**src/rtl/rxr_pkg.sv**
```systemverilog
package rxr_pkg;

  localparam int DESC_W    = 32;
  localparam int OWN_BIT   = 31;
  localparam int LEN_LSB   = 16;
  localparam int LEN_BITS  = 14;
  localparam int CHAIN_BIT = 14;

  typedef enum logic [3:0] {
    ST_IDLE,
    ST_RD0,
    ST_RD1,
    ST_RD2,
    ST_RD3,
    ST_RECV,
    ST_WDATA,
    ST_DROP,
    ST_WB
  } rxr_state_e;

  // One-hot byte lane for a byte position within a 32-bit word.
  function automatic logic [3:0] lane_bit(input logic [1:0] lane);
    return 4'b0001 << lane;
  endfunction

  // Descriptor word 0 as written back on completion: ownership bit zero.
  function automatic logic [DESC_W-1:0] wb_word(input logic [LEN_BITS-1:0] len,
                                                 input logic err);
    logic [DESC_W-1:0] w;
    w = '0;
    w[LEN_LSB +: LEN_BITS] = len;
    w[0] = err;
    w[OWN_BIT] = 1'b0;
    return w;
  endfunction

endpackage

```
**src/rtl/rxr_regs.sv**
```systemverilog
module rxr_regs #(
  parameter int AW = 32
) (
  input  logic          clk,
  input  logic          rst_n,
  input  logic          reg_we,
  input  logic [1:0]    reg_addr,
  input  logic [31:0]   reg_wdata,
  output logic [31:0]   reg_rdata,
  input  logic          evt_done,
  input  logic          evt_nobuf,
  output logic          go,
  output logic          base_load,
  output logic [AW-1:0] base_val,
  output logic          irq
);
  localparam int STS_W = 3;

  logic            go_q;
  logic [AW-1:0]   base_q;
  logic [STS_W-1:0] sts_q;
  logic [STS_W-1:0] sts_clr;
  logic [STS_W-1:0] sts_set;

  assign sts_clr   = (reg_we && reg_addr == 2'd2) ? reg_wdata[STS_W-1:0] : '0;
  assign sts_set   = {evt_done, evt_nobuf, evt_done};
  assign base_load = reg_we && reg_addr == 2'd1;
  assign base_val  = reg_wdata[AW-1:0];

  always_ff @(posedge clk) begin
    if (!rst_n) begin
      go_q   <= 1'b0;
      base_q <= '0;
      sts_q  <= '0;
    end else begin
      if (reg_we && reg_addr == 2'd0) go_q <= reg_wdata[0];
      if (base_load) base_q <= base_val;
      sts_q <= (sts_q & ~sts_clr) | sts_set;
    end
  end

  always_comb begin
    case (reg_addr)
      2'd0:    reg_rdata = {31'd0, go_q};
      2'd1:    reg_rdata = 32'(base_q);
      2'd2:    reg_rdata = {{(32-STS_W){1'b0}}, sts_q};
      default: reg_rdata = 32'd0;
    endcase
  end

  assign go  = go_q;
  assign irq = sts_q[2];
endmodule

```
**src/rtl/rxr_engine.sv**
```systemverilog
module rxr_engine
  import rxr_pkg::*;
#(
  parameter int AW     = 32,
  parameter int LW     = 14,
  parameter int SZW    = 13,
  parameter int STRIDE = 16
) (
  input  logic          clk,
  input  logic          rst_n,
  input  logic          go,
  input  logic          base_load,
  input  logic [AW-1:0] base_val,
  input  logic          s_valid,
  input  logic [7:0]    s_data,
  input  logic          s_last,
  output logic          s_ready,
  output logic          mem_req,
  output logic          mem_we,
  output logic [AW-1:0] mem_addr,
  output logic [31:0]   mem_wdata,
  output logic [3:0]    mem_be,
  input  logic          mem_ack,
  input  logic [31:0]   mem_rdata,
  output logic          evt_done,
  output logic          evt_nobuf,
  output logic          data_req,
  output logic          wb_req,
  output logic          idle
);
  localparam logic [AW-1:0] WSTEP = AW'(4);
  localparam logic [AW-1:0] DSTEP = AW'(STRIDE);

  rxr_state_e    state;
  logic [AW-1:0] cur, nxt_ptr, buf_addr, wr_off;
  logic [LW-1:0] size, cnt;
  logic          chain, trunc, last_seen;
  logic [31:0]   wbuf;
  logic [3:0]    be;

  logic [1:0] lane;
  logic       take;
  logic [3:0] be_nx;
  logic       flush;

  assign lane  = cnt[1:0];
  assign take  = (state == ST_RECV) && s_valid && (cnt < size);
  assign be_nx = take ? (be | lane_bit(lane)) : be;
  assign flush = (state == ST_RECV) && s_valid &&
                 ((take && lane == 2'd3) || (s_last && be_nx != 4'd0));

  assign s_ready   = (state == ST_RECV) || (state == ST_DROP);
  assign data_req  = (state == ST_WDATA);
  assign wb_req    = (state == ST_WB);
  assign idle      = (state == ST_IDLE);
  assign evt_done  = (state == ST_WB) && mem_ack;
  assign evt_nobuf = (state == ST_DROP) && s_valid && s_last;

  always_comb begin
    mem_req   = 1'b0;
    mem_we    = 1'b0;
    mem_addr  = cur;
    mem_wdata = 32'd0;
    mem_be    = 4'd0;
    case (state)
      ST_RD0:   begin mem_req = 1'b1; mem_addr = cur; end
      ST_RD1:   begin mem_req = 1'b1; mem_addr = cur + WSTEP; end
      ST_RD2:   begin mem_req = 1'b1; mem_addr = cur + (WSTEP << 1); end
      ST_RD3:   begin mem_req = 1'b1; mem_addr = cur + (WSTEP * AW'(3)); end
      ST_WDATA: begin
        mem_req = 1'b1; mem_we = 1'b1;
        mem_addr = buf_addr + wr_off; mem_wdata = wbuf; mem_be = be;
      end
      ST_WB:    begin
        mem_req = 1'b1; mem_we = 1'b1; mem_addr = cur;
        mem_wdata = wb_word(cnt, trunc); mem_be = 4'hF;
      end
      default:  ;
    endcase
  end

  always_ff @(posedge clk) begin
    if (!rst_n) begin
      state     <= ST_IDLE;
      cur       <= '0;
      nxt_ptr   <= '0;
      buf_addr  <= '0;
      wr_off    <= '0;
      size      <= '0;
      cnt       <= '0;
      chain     <= 1'b0;
      trunc     <= 1'b0;
      last_seen <= 1'b0;
      wbuf      <= '0;
      be        <= '0;
    end else begin
      case (state)
        ST_IDLE: if (go && s_valid) begin
          state <= ST_RD0;
          cnt <= '0; trunc <= 1'b0; last_seen <= 1'b0;
          be <= '0; wbuf <= '0; wr_off <= '0;
        end
        ST_RD0: if (mem_ack) state <= mem_rdata[OWN_BIT] ? ST_RD1 : ST_DROP;
        ST_RD1: if (mem_ack) begin
          size  <= LW'(mem_rdata[SZW-1:0]);
          chain <= mem_rdata[CHAIN_BIT];
          state <= ST_RD2;
        end
        ST_RD2: if (mem_ack) begin
          buf_addr <= mem_rdata[AW-1:0];
          state    <= ST_RD3;
        end
        ST_RD3: if (mem_ack) begin
          nxt_ptr <= mem_rdata[AW-1:0];
          state   <= ST_RECV;
        end
        ST_RECV: if (s_valid) begin
          if (take) begin
            wbuf[{lane, 3'b000} +: 8] <= s_data;
            cnt <= cnt + LW'(1);
          end else begin
            trunc <= 1'b1;
          end
          be <= be_nx;
          if (s_last) last_seen <= 1'b1;
          if (flush) state <= ST_WDATA;
          else if (s_last) state <= ST_WB;
        end
        ST_WDATA: if (mem_ack) begin
          wr_off <= wr_off + WSTEP;
          be     <= '0;
          wbuf   <= '0;
          state  <= last_seen ? ST_WB : ST_RECV;
        end
        ST_WB: if (mem_ack) begin
          cur   <= chain ? nxt_ptr : cur + DSTEP;
          state <= ST_IDLE;
        end
        ST_DROP: if (s_valid && s_last) state <= ST_IDLE;
        default: state <= ST_IDLE;
      endcase
      if (base_load) cur <= base_val;
    end
  end
endmodule

```
**src/rtl/rxring_writer.sv**
```systemverilog
module rxring_writer #(
  parameter int AW     = 32,
  parameter int LW     = 14,
  parameter int SZW    = 13,
  parameter int STRIDE = 16
) (
  input  logic          clk,
  input  logic          rst_n,
  input  logic          reg_we,
  input  logic [1:0]    reg_addr,
  input  logic [31:0]   reg_wdata,
  output logic [31:0]   reg_rdata,
  output logic          mem_req,
  output logic          mem_we,
  output logic [AW-1:0] mem_addr,
  output logic [31:0]   mem_wdata,
  output logic [3:0]    mem_be,
  input  logic          mem_ack,
  input  logic [31:0]   mem_rdata,
  input  logic          s_valid,
  input  logic [7:0]    s_data,
  input  logic          s_last,
  output logic          s_ready,
  output logic          irq
);
  logic          go;
  logic          base_load;
  logic [AW-1:0] base_val;
  logic          evt_done;
  logic          evt_nobuf;
  logic          data_req;
  logic          wb_req;
  logic          eng_idle;

  rxr_regs #(.AW(AW)) u_regs (
    .clk(clk), .rst_n(rst_n),
    .reg_we(reg_we), .reg_addr(reg_addr), .reg_wdata(reg_wdata), .reg_rdata(reg_rdata),
    .evt_done(evt_done), .evt_nobuf(evt_nobuf),
    .go(go), .base_load(base_load), .base_val(base_val), .irq(irq)
  );

  rxr_engine #(.AW(AW), .LW(LW), .SZW(SZW), .STRIDE(STRIDE)) u_engine (
    .clk(clk), .rst_n(rst_n),
    .go(go), .base_load(base_load), .base_val(base_val),
    .s_valid(s_valid), .s_data(s_data), .s_last(s_last), .s_ready(s_ready),
    .mem_req(mem_req), .mem_we(mem_we), .mem_addr(mem_addr), .mem_wdata(mem_wdata),
    .mem_be(mem_be), .mem_ack(mem_ack), .mem_rdata(mem_rdata),
    .evt_done(evt_done), .evt_nobuf(evt_nobuf),
    .data_req(data_req), .wb_req(wb_req), .idle(eng_idle)
  );
endmodule

```
**config.mk**
```make
export PLATFORM = sky130hd
export DESIGN_NAME = rxring_writer
export DESIGN_NICKNAME = d
export VERILOG_FILES = /design/src/rtl/rxr_pkg.sv /design/src/rtl/rxr_regs.sv /design/src/rtl/rxr_engine.sv /design/src/rtl/rxring_writer.sv
export SDC_FILE = /design/constraint.sdc
export NUM_CORES = 1
export LEC_CHECK = 0
export ABC_CLOCK_PERIOD_IN_PS = 10400
export BUFFER_PORTS_ARGS = -buffer_cell sky130_fd_sc_hd__buf_4
export CORE_MARGIN = 5
export CORE_UTILIZATION = 45
export CTS_CLUSTER_SIZE = 28
export DETAILED_ROUTE_END_ITERATION = 10
export PLACE_DENSITY = 0.7
export RECOVER_POWER = 50
export SETUP_SLACK_MARGIN = 0.02
export SLEW_MARGIN = 20
export SYNTH_ARGS = -nofsm -noshare
export SYNTH_HDL_FRONTEND = slang
export SYNTH_SLANG_ARGS = --single-unit
```
**constraint.sdc**
```tcl
create_clock -name clk -period 10.4 [get_ports clk]
set_input_delay 2.08 -clock clk [delete_from_list [all_inputs] [get_ports clk]]
set_output_delay 2.08 -clock clk [all_outputs]
set_load 0.005 [all_outputs]
```
==> reports/results.ini <==
[clocking]
cts.clk_slew.worst_paths_ns=0.06
clock_sinks=232
cts_setup_buffers=0
tritoncts=done
numCtsBuffers=26
post_cts_resized=0
cts_buffer_depth=3
h-tree-depth=1
clk_latency_ns=0.54
root_buffer=clkbuf_16
holdBufCountCts=0

[floorplan]
core_area_sq_um=28800
die_height_um=181
die_w_um=181
boundaryPins=184
die_area_sq_um=32700
fp-row-count=62
initial_core_util=0.457

[layout]
layout_commonest_cell=nand2_1
fin_nets=2015
syn_to_final_growth_pct=17.6
instances_no_fill=2288
layout_common_cells=362 x nand2_1, 250 x a21oi_1, 232 x dfxtp_1
nFillCells=2789
antenna_cells=0
drive_gt1_frac=0.133

[timing]
timing.hold.ws_ns=0.449
relSlewSlack=-1.86
fin_crit_sh=0.698
finalSetupViolCount=0
fmax_mhz=138
rsz0062_at_grt=false
hold_violations=0
tightest_slew_ns=4.29
clock_skew_ns=0.0130
drv_slew=299
finalCriticalPeriod_ns=7.25
setup_tns_ns=0

[worst_setup_path]
path_cells=clkbuf_1, clkinvlp_2, clkbuf_1, nor2_1
critical_path_class=primary input to register
startpoint_type=primary input
cp.required_ns=10.65
critPathArrivalTime_ns=7.50
crit_path_frequent_cell=clkbuf_1
cp_slowest_cell=clkbuf_1
path_max_fanout=99
cp-end-kind=register
cpPeakStageDelay_ns=3.11

[power_and_ir_drop]
powerDensity_nw_per_um2=127
leakage_nw=5.76
peakVddDrop_mv=0.117
design_power_total_mw=1.96

[global_route]
grt_max_degree=100
grtUsageTotal=0.249
overflow=0
grt_pass1_vias=12900
antenna_found_initial=1
grt_pass1_wl_um=68100

[route]
drcViolationCount=0
firstDrtPassIters=8
drt_iter0_markers=1246
m1WireLength_um=17300
viasPerCell=5.85
avgRoutedWirePerCell_um=18.9
ant_nets=0
vias=13400
wl_met2_um=20600
routed_wl_um=43200
met3_length_um=2860
topRoutingLayerUsed=met5

[logic_synthesis]
synth_cell_types=76
synth_compound_area_frac=0.242
postSynthAreaPerCell_sq_um=7.41
synth_ff_type=dfxtp_1
netlist_area_sq_um=13200
synth_top_family_by_area=simple AND/OR/NAND/NOR gates
synthCells=1776
synth_edf_count=0
muxShareOfSynthArea=0.00685
syn-num-nets=1906
ys_async_sr_fraction=0
synth-simple-area-share=0.257
yosysWarnings=0
synth_xor_xnor_area_share=0.0459
synth_fa_ha_area_frac=0.0481
synth_area_leaders=dfxtp_1 35%, nand2_1 10%, a21oi_1 9.5%, ha_1 4.7%, o21ai_0 3.7%
yosysTopAreaCell=dfxtp_1
yosysSeqAreaShare=0.353
ys_ff_latch=232
netlist.area_leader.share=0.353

[min_path]
hold_path_class=register to register

[place]
dpl.cell_count=2241
globalplace.congestion=0.978
dp_hpwl_um=31600
portBuffers=183

[flow_run]
drv_cap=5

[run_status]
violations=capacitance limit, slew limit
status=complete, but fails checks

==> synthesized netlist by cell type (all sizes together), types with 8 or more instances <==
| library cell | instances |
|---|---|
| nand2 | 362 |
| a21oi | 250 |
| dfxtp | 232 |
| nor2 | 120 |
| clkbuf | 102 |
| o21ai | 100 |
| nand3 | 56 |
| and2 | 53 |
| ha | 49 |
| xnor2 | 40 |
| inv | 36 |
| nor3 | 29 |
| xor2 | 29 |
| nand2b | 27 |
| a22oi | 26 |
| a22o | 19 |
| buf | 19 |
| and3 | 18 |
| a21o | 14 |
| nand4 | 14 |
| a211oi | 12 |
| o22ai | 12 |
| a31oi | 11 |
| nor2b | 11 |
| o2111ai | 10 |
| o221ai | 10 |
| mux2i | 9 |
| nor4 | 9 |
| or3 | 9 |
| o211ai | 8 |
| o21a | 8 |
==> stage by stage <==
stage	worst slack (ns)	util	instance area, sq um
6_report	3.15	0.537	15500
5_1_grt	2.52	0.537	15500
4_1_cts	4.40	0.539	15500
3_5_place_dp	4.97	0.510	14700
3_3_place_gp	5.13	0.510	14700
2_1_floorplan	5.59	-	13200
==> worst max-delay path: cells and delay by family <==
family | cells | cell delay (ns)
buffers and inverters | 3 | 5.20
AND/OR/NAND/NOR | 1 | 0.15
==> layer usage <==
metal | vias to the layer above | track usage
met3 | 141 | 0.0473
met1 | 6288 | 0.301
li1 | 6439 | -
met2 | 518 | 0.430
met5 | - | 0
met4 | 2 | 0.115
==> state kept, by name, summed over array words and instances, names as in the netlist, 3 cells and up <==
name and count:
u_engine.cur 32, u_engine.cnt 14, u_engine.be 4, u_engine.state 4
u_engine.buf_addr 32, u_regs.sts_q 3, u_engine.wbuf 32, u_regs.base_q 32
u_engine.size 13, u_engine.nxt_ptr 32, u_engine.wr_off 30
==> layout make-up <==
| class | count | area [sq um] | area share |
|---|---|---|---|
| flip-flops and latches | 232 | 4640 | 0.300 |
| repair buffers | 202 | 1480 | 0.0959 |
| inverters | 36 | 136 | 0.00882 |
| well taps | 384 | 480 | 0.0311 |
| multi-input cells | 1387 | 7900 | 0.511 |
| clock buffers | 37 | 733 | 0.0474 |
| clock inverters | 10 | 86.3 | 0.00558 |
==> power breakdown <==
part	switching (mW)	internal, mW	leakage (nW)
Sequential	0.0212	0.901	1.87
Combinational	0.0795	0.0598	3.49
Clock	0.381	0.515	0.395
Total	0.481	1.48	5.76
==> cell families after synthesis <==
group	count (synthesis)
simple gates	732
compound gates	527
mux	9
flops	232
fa+ha+maj	50
xor+xnor	69
buf+inv	157
==> worst paths after layout <==
path,start,to,slack (ns),cells past startpoint
min,u_regs.base_q[7],u_regs.base_q[7],0.45,2
max,rst_n,u_engine.wbuf[28],3.15,4
min reg2reg,u_regs.base_q[7],u_regs.base_q[7],0.45,2
max reg2reg,u_engine.state[0],u_engine.wr_off[5],6.10,5
Note: power is estimated with default switching activity, not from simulation.
